===== src/rtl/pbs_pkg.sv =====
package pbs_pkg;
   typedef enum logic [1:0] {
      ST_OFF   = 2'd0,
      ST_BOOT  = 2'd1,
      ST_ON    = 2'd2,
      ST_SLEEP = 2'd3
   } pwr_state_t;

   localparam int IRQ_SRCS  = 2;
   localparam int IRQ_PRESS = 0;
   localparam int IRQ_WAKE  = 1;
endpackage


===== src/rtl/pbs_fsm.sv =====
module pbs_fsm
   import pbs_pkg::*;
(
   input  logic       clk,
   input  logic       rst,
   input  logic       btn_n,
   input  logic       hold,
   input  logic       en,
   output pwr_state_t state_o,
   output logic       grp_a_en,
   output logic       grp_b_en,
   output logic       powered,
   output logic       press_evt,
   output logic       wake_evt
);
   pwr_state_t st_q, st_d;
   logic       btn_q;

   always_comb begin
      st_d = st_q;
      unique case (st_q)
         ST_OFF:   if (!btn_n) st_d = ST_BOOT;
         ST_BOOT:  if (btn_n) st_d = hold ? ST_ON : ST_OFF;
         ST_ON: begin
            if (!hold)               st_d = ST_OFF;
            else if (!en && btn_n)   st_d = ST_SLEEP;
         end
         ST_SLEEP: begin
            if (!hold)               st_d = ST_OFF;
            else if (en || !btn_n)   st_d = ST_ON;
         end
         default: st_d = ST_OFF;
      endcase
   end

   always_ff @(posedge clk) begin
      if (rst) begin
         st_q  <= ST_OFF;
         btn_q <= 1'b1;
      end else begin
         st_q  <= st_d;
         btn_q <= btn_n;
      end
   end

   assign state_o   = st_q;
   assign powered   = (st_q == ST_ON) || (st_q == ST_SLEEP);
   assign grp_a_en  = (st_q != ST_OFF);
   assign grp_b_en  = (st_q == ST_BOOT) || (st_q == ST_ON);
   assign press_evt = powered && !btn_n && btn_q;
   assign wake_evt  = (st_q == ST_SLEEP) && (st_d == ST_ON);

   assert_power_on_R2: assert property (@(posedge clk) disable iff (rst)
      (st_q == ST_OFF && !btn_n) |=> (grp_a_en && grp_b_en));
   assert_boot_abort_R3: assert property (@(posedge clk) disable iff (rst)
      (st_q == ST_BOOT && btn_n && !hold) |=> (!grp_a_en && !grp_b_en));
   assert_boot_keep_R3: assert property (@(posedge clk) disable iff (rst)
      (st_q == ST_BOOT && btn_n && hold) |=> (st_q == ST_ON));
   assert_hold_drop_R4: assert property (@(posedge clk) disable iff (rst)
      (powered && !hold) |=> (!grp_a_en && !grp_b_en));
   assert_sleep_entry_R5: assert property (@(posedge clk) disable iff (rst)
      (st_q == ST_ON && hold && !en && btn_n) |=> (grp_a_en && !grp_b_en));
   assert_wake_R6: assert property (@(posedge clk) disable iff (rst)
      (st_q == ST_SLEEP && hold && (en || !btn_n)) |=> grp_b_en);
endmodule


===== src/rtl/pbs_rst_timer.sv =====
module pbs_rst_timer #(
   parameter int RST_CYCLES = 16
) (
   input  logic clk,
   input  logic rst,
   input  logic cause,
   output logic rst_out_n
);
   localparam int CW = $clog2(RST_CYCLES + 1);

   generate
      if (RST_CYCLES < 1) begin : g_bad_len
         $error("pbs_rst_timer: RST_CYCLES must be at least 1");
      end
   endgenerate

   logic [CW-1:0] cnt_q;

   always_ff @(posedge clk) begin
      if (rst || cause)         cnt_q <= CW'(RST_CYCLES);
      else if (cnt_q != '0)     cnt_q <= cnt_q - CW'(1);
   end

   assign rst_out_n = !(cause || (cnt_q != '0));

   assert_cause_holds_low_R7: assert property (@(posedge clk) disable iff (rst)
      cause |=> !rst_out_n);
   assert_last_count_R8: assert property (@(posedge clk) disable iff (rst)
      (!cause && cnt_q == CW'(1)) |=> (cause || rst_out_n));
endmodule


===== src/rtl/pbs_irq.sv =====
module pbs_irq #(
   parameter int NSRC = 2
) (
   input  logic            clk,
   input  logic            rst,
   input  logic [NSRC-1:0] src_evt,
   input  logic            mask_wr,
   input  logic [NSRC-1:0] mask_in,
   input  logic            clr,
   output logic            irq_n
);
   generate
      if (NSRC < 1) begin : g_bad_nsrc
         $error("pbs_irq: NSRC must be at least 1");
      end
   endgenerate

   logic [NSRC-1:0] pend_q;
   logic [NSRC-1:0] mask_q;

   always_ff @(posedge clk) begin
      if (rst)          mask_q <= '0;
      else if (mask_wr) mask_q <= mask_in;
   end

   for (genvar i = 0; i < NSRC; i++) begin : g_src
      always_ff @(posedge clk) begin
         if (rst)             pend_q[i] <= 1'b0;
         else if (src_evt[i]) pend_q[i] <= 1'b1;
         else if (clr)        pend_q[i] <= 1'b0;
      end
   end

   assign irq_n = ~|(pend_q & mask_q);

   assert_pend_stable_R10: assert property (@(posedge clk) disable iff (rst)
      (src_evt == '0 && !clr) |=> $stable(pend_q));
   assert_set_wins_R10: assert property (@(posedge clk) disable iff (rst)
      clr |=> ((pend_q & $past(src_evt)) == $past(src_evt)));
   assert_masked_quiet_R11: assert property (@(posedge clk) disable iff (rst)
      (mask_q == '0) |-> irq_n);
endmodule


===== src/rtl/pwr_btn_seq.sv =====
module pwr_btn_seq
   import pbs_pkg::*;
#(
   parameter int RST_CYCLES = 16
) (
   input  logic                clk,
   input  logic                rst,
   input  logic                btn_n,
   input  logic                hold,
   input  logic                en,
   input  logic                irq_mask_wr,
   input  logic [IRQ_SRCS-1:0] irq_mask_in,
   input  logic                irq_clr,
   output logic                grp_a_en,
   output logic                grp_b_en,
   output logic                pb_stat_n,
   output logic                rst_out_n,
   output logic                irq_n
);
   pwr_state_t          state;
   logic                powered;
   logic                press_evt;
   logic                wake_evt;
   logic                rst_cause;
   logic [IRQ_SRCS-1:0] src_evt;

   pbs_fsm u_fsm (
      .clk       (clk),
      .rst       (rst),
      .btn_n     (btn_n),
      .hold      (hold),
      .en        (en),
      .state_o   (state),
      .grp_a_en  (grp_a_en),
      .grp_b_en  (grp_b_en),
      .powered   (powered),
      .press_evt (press_evt),
      .wake_evt  (wake_evt)
   );

   assign rst_cause = (state == ST_OFF) || (powered && !btn_n);
   assign pb_stat_n = !(powered && !btn_n);

   pbs_rst_timer #(.RST_CYCLES(RST_CYCLES)) u_timer (
      .clk       (clk),
      .rst       (rst),
      .cause     (rst_cause),
      .rst_out_n (rst_out_n)
   );

   always_comb begin
      src_evt            = '0;
      src_evt[IRQ_PRESS] = press_evt;
      src_evt[IRQ_WAKE]  = wake_evt;
   end

   pbs_irq #(.NSRC(IRQ_SRCS)) u_irq (
      .clk     (clk),
      .rst     (rst),
      .src_evt (src_evt),
      .mask_wr (irq_mask_wr),
      .mask_in (irq_mask_in),
      .clr     (irq_clr),
      .irq_n   (irq_n)
   );

   assert_manual_at_once_R8: assert property (@(posedge clk) disable iff (rst)
      (grp_a_en && !grp_b_en && !btn_n) |-> (!rst_out_n && !pb_stat_n));
   assert_reset_off_R1: assert property (@(posedge clk)
      rst |=> (!grp_a_en && !grp_b_en && !rst_out_n && irq_n));
   assert_stat_boot_R9: assert property (@(posedge clk) disable iff (rst)
      (grp_b_en && !powered) |-> pb_stat_n);
endmodule


===== config.mk =====
export PLATFORM = sky130hd
export DESIGN_NAME = pwr_btn_seq
export DESIGN_NICKNAME = d
export VERILOG_FILES = /design/src/rtl/pbs_pkg.sv /design/src/rtl/pbs_fsm.sv /design/src/rtl/pbs_rst_timer.sv /design/src/rtl/pbs_irq.sv /design/src/rtl/pwr_btn_seq.sv
export SDC_FILE = /design/constraint.sdc
export NUM_CORES = 1
export LEC_CHECK = 0
export BUFFER_PORTS_ARGS = -buffer_cell sky130_fd_sc_hd__buf_4
export CORE_AREA = 2 2 39 41
export CTS_BUF_LIST = sky130_fd_sc_hd__clkbuf_4
export CTS_CLUSTER_SIZE = 30
export DETAILED_ROUTE_END_ITERATION = 6
export DIE_AREA = 0 0 41 43
export PLACE_DENSITY = 0.72
export SLEW_MARGIN = 0
export SYNTH_ARGS = -nofsm -noshare
export SYNTH_HDL_FRONTEND = slang
export SYNTH_SLANG_ARGS = --single-unit

===== constraint.sdc =====
create_clock -name clk -period 2.1 [get_ports clk]
set_input_delay 0.42 -clock clk [delete_from_list [all_inputs] [get_ports clk]]
set_output_delay 0.42 -clock clk [all_outputs]
set_load 0.005 [all_outputs]

==> results of run 1 <==
[layout make-up]
type,count,area share
flip-flops and latches,12,0.308
multi-input cells,51,0.464
clock buffers,3,0.0289
well taps,16,0.0257
inverters,9,0.0433
clock inverters,1,0.00482
repair buffers,13,0.125
[flip-flops by register name, summed over array words and instances, names as in the netlist]
signal,flops
u_fsm.btn_q,1
u_fsm.state_o,2
u_irq.mask_q,2
u_irq.pend_q,2
u_timer.cnt_q,5
[per-stage QoR]
step | utilization | setup WS [ns] | instance area, sq um | hold WS, ns
after floorplan | - | 0.615 | 643 | 0.415
after global placement | 0.544 | 0.470 | 753 | 0.425
after detailed placement | 0.544 | 0.462 | 753 | 0.431
after CTS | 0.563 | 0.191 | 779 | 0.376
after global routing | 0.563 | 0.0669 | 779 | 0.378
final | 0.563 | 0.226 | 779 | 0.388
[per-layer routing]
layer / vias up / GRT usage
met2: 14 / 0.272
met3: 5 / 0.0942
met5: - / 0
met1: 239 / 0.173
li1: 278 / -
met4: 0 / 0.0800
[critical path: cells and delay by family (launching register included)]
kind / cells / cell delay, ns
and+or+nand+nor: 3 / 0.49
DFF: 1 / 0.33
adders and majority gates: 1 / 0.19
buffers and inverters: 2 / 0.17
[path summary, 6_finish.rpt]
| check | start | endpoint |
|---|---|---|
| setup / recovery | u_timer.cnt_q[0]$_SDFFE_PP0P_ | rst_out_n |
| hold reg to reg | u_timer.cnt_q[4]$_SDFFE_PP1P_ | u_timer.cnt_q[4]$_SDFFE_PP1P_ |
| setup reg to reg | u_fsm.state_o[0]$_SDFF_PP0_ | u_irq.pend_q[1]$_SDFFE_PP0P_ |
| hold / removal | irq_mask_in[1] | u_irq.mask_q[1]$_SDFFE_PP0P_ |
[synthesized netlist by cell type (2+ instances only)]
cell type  instances  area [sq um]
dfxtp_1           12           240
nor2_1            11          41.3
inv_1              9          33.8
ha_1               6          75.1
nand2_1            6          22.5
a21oi_1            3          15.0
xnor2_1            3          26.3
clkbuf_1           2          7.51
mux2i_1            2          20.0
nor3_1             2          10.0
o21ai_0            2          10.0
o22ai_1            2          12.5
or2_1              2          12.5
[cells by family (layout without fill, tap and decap cells)]
family                     Yosys count  after routing  synth area share
buffers and inverters               11             26            0.0642
AOI/OAI and AO/OA                   16             16             0.198
DFF                                 12             12             0.374
adders and majority gates            6              6             0.117
xor gates and xnor gates             3              3            0.0409
muxes                                2              2            0.0311
and+or+nand+nor                     24             24             0.175
[power by group through the flow]
stage | Clock (uW) | Combinational, uW | Sequential (uW)
floorplan | 0 | 160 | 278
global placement | 0 | 215 | 281
detailed placement | 0 | 219 | 283
CTS | 151 | 222 | 278
global route | 169 | 247 | 282
finish | 143 | 218 | 277
==> flow_summary_export.csv, run 1 <==
group,metric,value,unit
status,outcome,"completed",
synth,synthCells,74,
route,post-route-drc-count,0,
finish,layout.cells.non_filler,105,
setup_path,slowest_stage,"dfxtp_1",
synth,syn_nets,89,
floorplan,core,0.00138,sq mm
synth,yosysUniqueCellTypes,25,
route,top_layer_used,"met4",
clock_network,numCtsBuffers,3,
clock_network,cts_setup_buffers,0,
sta,slew_headroom,0.792,
power_and_ir_drop,p_int,430,uW
setup_path,critPathKind,"reg2out",
sta,setup_violations,0,
finish,mostFrequentLayoutCells,"buf_4 (13), dfxtp_1 (12), nor2_1 (11), inv_1 (9)",
setup_path,critPathMaxFanout,5,
synth,synth-main-ff-cell,"dfxtp_1",
finish,layout_commonest_cell,"buf_4",
finish,drive_gt1_frac,0.213,
synth,async_reset_ff_frac,0,
synth,syn_area_per_cell,8.69,sq um
power_and_ir_drop,p_sw,209,uW
place,io_buffers,13,
power_and_ir_drop,p_per_area,819,mW/mm^2
route,antenna_left,0,
route,wl_per_cell,10.8,um
hold_path,whs_path_depth,3,
global_route,grt_pass1_wl,1970,um
clock_network,clock_latency,0.27,ns
place,hpwl,906,um
sta,slew_violations,0,
clock_network,cts_tree,"done",
floorplan,dieHeight,43,um
global_route,antenna_found_initial,0,
sta,tns,0,ns
finish,seq_area,240,sq um
power_and_ir_drop,total_power,639,uW
sta,rsz0062_at_grt,"no",
setup_path,crit_path_end_kind,"primary output",
setup_path,reg2reg_depth,6,
power_and_ir_drop,pwr-share-comb,0.342,
clock_network,clock_path_buffers,2,
setup_path,rrSetupSlack,0.47,ns
floorplan,die_area,0.00176,sq mm
power_and_ir_drop,cellLeakagePower,0.000351,uW
sta,fin_crit,1.87,ns
floorplan,io_pins,14,
power_and_ir_drop,ir_drop,378,uV
clock_network,cts_hold_buf,0,
job,maxCapViolations,0,
floorplan,die_w,41,um
sta,worst_pin_slew,0.312,ns
power_and_ir_drop,pwr-share-clk,0.224,
clock_network,cts.sinks,12,
route,drtIter0Drc,2,
finish,nFillCells,141,
sta,finalClockSkew,0.00606,ns
global_route,grt.overflow.total,0,
global_route,grt_pass1_vias,495,
synth,netlist_area,643,sq um
sta,fmax,534,MHz
clock_network,cts.htree.levels,1,
setup_path,slowest_delay,0.33,ns
setup_path,worstSetupStartpointType,"flop",
synth,ys_seq_elements,12,
finish,num_antenna_cells,0,
sta,finalCritPeriodShare,0.892,
place,dpl.cell_count,101,
setup_path,crit_required,1.68,ns
power_and_ir_drop,switching_share,0.327,
route,wl_met2,565,um
finish,area_growth,21.2,%
clock_network,clkTransAtPathRegs,0.07,ns
finish,multi_input_area,362,sq um
route,vias,536,
route,routed_wl,1140,um
route,first_pass_iters,4,
global_route,grt_max_degree,11,
setup_path,cp.arrival,1.45,ns
place,gp_congestion,0.802,
setup_path,cp_cell_sequence,"inv_1 > ha_1 > nand2_1 > or2_1 > nor2_1 > buf_4",
route,route.met3.wl,64,um
route,met1_length,489,um
sta,final-hold-violation-count,0,
floorplan,num_rows,14,
synth,ys_seq_area_frac,0.374,
global_route,grt_usage,0.171,
synth,synth-edff-count,0,
power_and_ir_drop,pwr-share-seq,0.434,
route,detail_route.vias_per_cell,5.10,
synth,synth_warnings,0,
floorplan,start_util,0.465,
hold_path,hold_class,"in2reg",
clock_network,cts_resized,0,
clock_network,root_buffer,"clkbuf_4",
finish,nets,105,
(Power assumes the default switching activity.)
==> run 2: changes to the inputs <==
--- a/config.mk
+++ b/config.mk
@@ -12,6 +12,7 @@
 export DETAILED_ROUTE_END_ITERATION = 6
 export DIE_AREA = 0 0 41 43
 export PLACE_DENSITY = 0.72
+export RECOVER_POWER = 100
 export SLEW_MARGIN = 0
 export SYNTH_ARGS = -nofsm -noshare
 export SYNTH_HDL_FRONTEND = slang
==> flow_summary_export.csv, run 2 (synthesis results as in run 1) <==
group,metric,value,unit
global_route,grt_max_degree,11,
place,placedInstanceArea,753,sq um
setup_path,reg2reg_depth,6,
floorplan,num_rows,14,
sta,worst_pin_slew,0.397,ns
setup_path,cp_cell_sequence,"inv_1 > ha_1 > o21ai_0 > buf_4",
floorplan,start_util,0.465,
power_and_ir_drop,total_power,622,uW
sta,fin_crit,1.92,ns
setup_path,reg2reg_from,"u_fsm.state_o[0]$_SDFF_PP0_",
route,post-route-drc-count,0,
sta,slew_headroom,0.735,
setup_path,slowest_stage,"dfxtp_1",
setup_path,critPathKind,"reg2out",
place,gp_congestion,0.802,
sta,tns,0,ns
hold_path,hold_class,"in2reg",
sta,setup_violations,0,
route,antenna_left,0,
finish,drive_gt1_frac,0.191,
hold_path,min_to,"u_irq.mask_q[1]$_SDFFE_PP0P_",
floorplan,io_pins,14,
sta,fmax,521,MHz
clock_network,cts.htree.levels,1,
global_route,grt_pass1_wl,1970,um
clock_network,clkTransAtPathRegs,0.08,ns
clock_network,cts_hold_buf,0,
finish,largest_reg_flops,5,
route,routed_wl,1150,um
route,first_pass_iters,4,
finish,regMostFlops,"u_timer.cnt_q",
status,outcome,"completed",
finish,nFillCells,146,
route,vias,534,
finish,layout_commonest_cell,"dfxtp_1",
setup_path,regToRegEndpoint,"u_irq.pend_q[1]$_SDFFE_PP0P_",
sta,rsz0062_at_grt,"no",
job,maxCapViolations,0,
finish,num_antenna_cells,0,
finish,mostFrequentLayoutCells,"dfxtp_1 (12), nor2_1 (11), inv_1 (9), buf_4 (8), clkbuf_4 (7)",
setup_path,rrSetupSlack,0.41,ns
clock_network,root_buffer,"clkbuf_4",
clock_network,numCtsBuffers,3,
power_and_ir_drop,p_per_area,822,mW/mm^2
place,io_buffers,13,
setup_path,crit_path_end_kind,"primary output",
route,detail_route.vias_per_cell,5.09,
finish,final_cell_area,757,sq um
sta,finalCritPeriodShare,0.913,
setup_path,crit_required,1.68,ns
finish,nets,105,
floorplan,die_area,0.00176,sq mm
hold_path,min_from,"irq_mask_in[1]",
setup_path,slowest_delay,0.38,ns
hold_path,whs_path_depth,3,
global_route,grt.overflow.total,0,
clock_network,clock_latency,0.27,ns
finish,area_growth,17.7,%
route,wl_per_cell,11.0,um
clock_network,cts_setup_buffers,0,
floorplan,die_w,41,um
power_and_ir_drop,cellLeakagePower,0.000338,uW
floorplan,dieHeight,43,um
global_route,grt_pass1_vias,495,
power_and_ir_drop,ir_drop,378,uV
clock_network,cts_resized,0,
sta,finalClockSkew,0.00724,ns
sta,slew_violations,0,
route,drtIter0Drc,3,
floorplan,core,0.00138,sq mm
clock_network,clock_path_buffers,2,
sta,final-hold-violation-count,0,
global_route,grt_usage,0.171,
clock_network,cts_tree,"done",
place,hpwl,906,um
global_route,antenna_found_initial,0,
clock_network,cts.sinks,12,
setup_path,cp.arrival,1.50,ns
setup_path,critPathMaxFanout,5,
setup_path,worstSetupStartpointType,"flop",
## run 2: cell types whose count changed in the layout (fill, tap and decap cells not counted), sizes merged
cell / delta
buf: -5
clkbuf: +5
## run 2: cell type report
class,instances,area [sq um],share of cell area
multi-input combinational,51,343,0.453
inverter,9,33.8,0.0446
timing repair buffer,13,93.8,0.124
tap,16,20.0,0.0264
clock buffer,3,22.5,0.0298
clock inverter,1,3.75,0.00496
sequential,12,240,0.317
## run 2: worst max-delay path: cells and delay by family, from the launching register on
kind,cells,cell delay [ns]
AOI/OAI and AO/OA,1,0.29
adders and majority gates,1,0.27
buffers and inverters,2,0.29
DFF,1,0.38
## run 2: report_power, final
part	switching (uW)	total (uW)	internal [uW]
logic	103	201	97.5
clock network	75.2	144	68.8
registers	22.6	277	255
total	201	622	421
## run 2: metrics by stage
| step | instances | setup slack [ns] | hold WS [ns] | utilization |
|---|---|---|---|---|
| final | 105 | 0.182 | 0.386 | 0.547 |
| after floorplan | 74 | 0.615 | 0.415 | - |
| after detailed placement | 101 | 0.462 | 0.431 | 0.544 |
| after CTS | 105 | 0.191 | 0.376 | 0.563 |
| after global placement | 101 | 0.470 | 0.425 | 0.544 |
| after global routing | 105 | 0.0506 | 0.378 | 0.547 |
## run 2: worst max path at each step
stage	startpoint	to	slack, ns	depth (start not counted)
global route	u_timer.cnt_q[0]$_SDFFE_PP0P_	rst_out_n	0.05	6
detailed placement	btn_n	rst_out_n	0.46	5
finish	u_fsm.state_o[0]$_SDFF_PP0_	pb_stat_n	0.18	4
global placement	btn_n	rst_out_n	0.47	5
floorplan	u_fsm.state_o[0]$_SDFF_PP0_	u_irq.pend_q[1]$_SDFFE_PP0P_	0.61	6
CTS	u_timer.cnt_q[0]$_SDFFE_PP0P_	rst_out_n	0.19	6
## run 2: metal layers
| metal | track usage | vias to the layer above | routed length [um] |
|---|---|---|---|
| met2 | 0.272 | 16 | 567 |
| met4 | 0.0800 | 0 | 19 |
| met5 | 0 | - | 0 |
| met3 | 0.0942 | 5 | 69 |
| met1 | 0.173 | 236 | 495 |
| li1 | - | 277 | - |
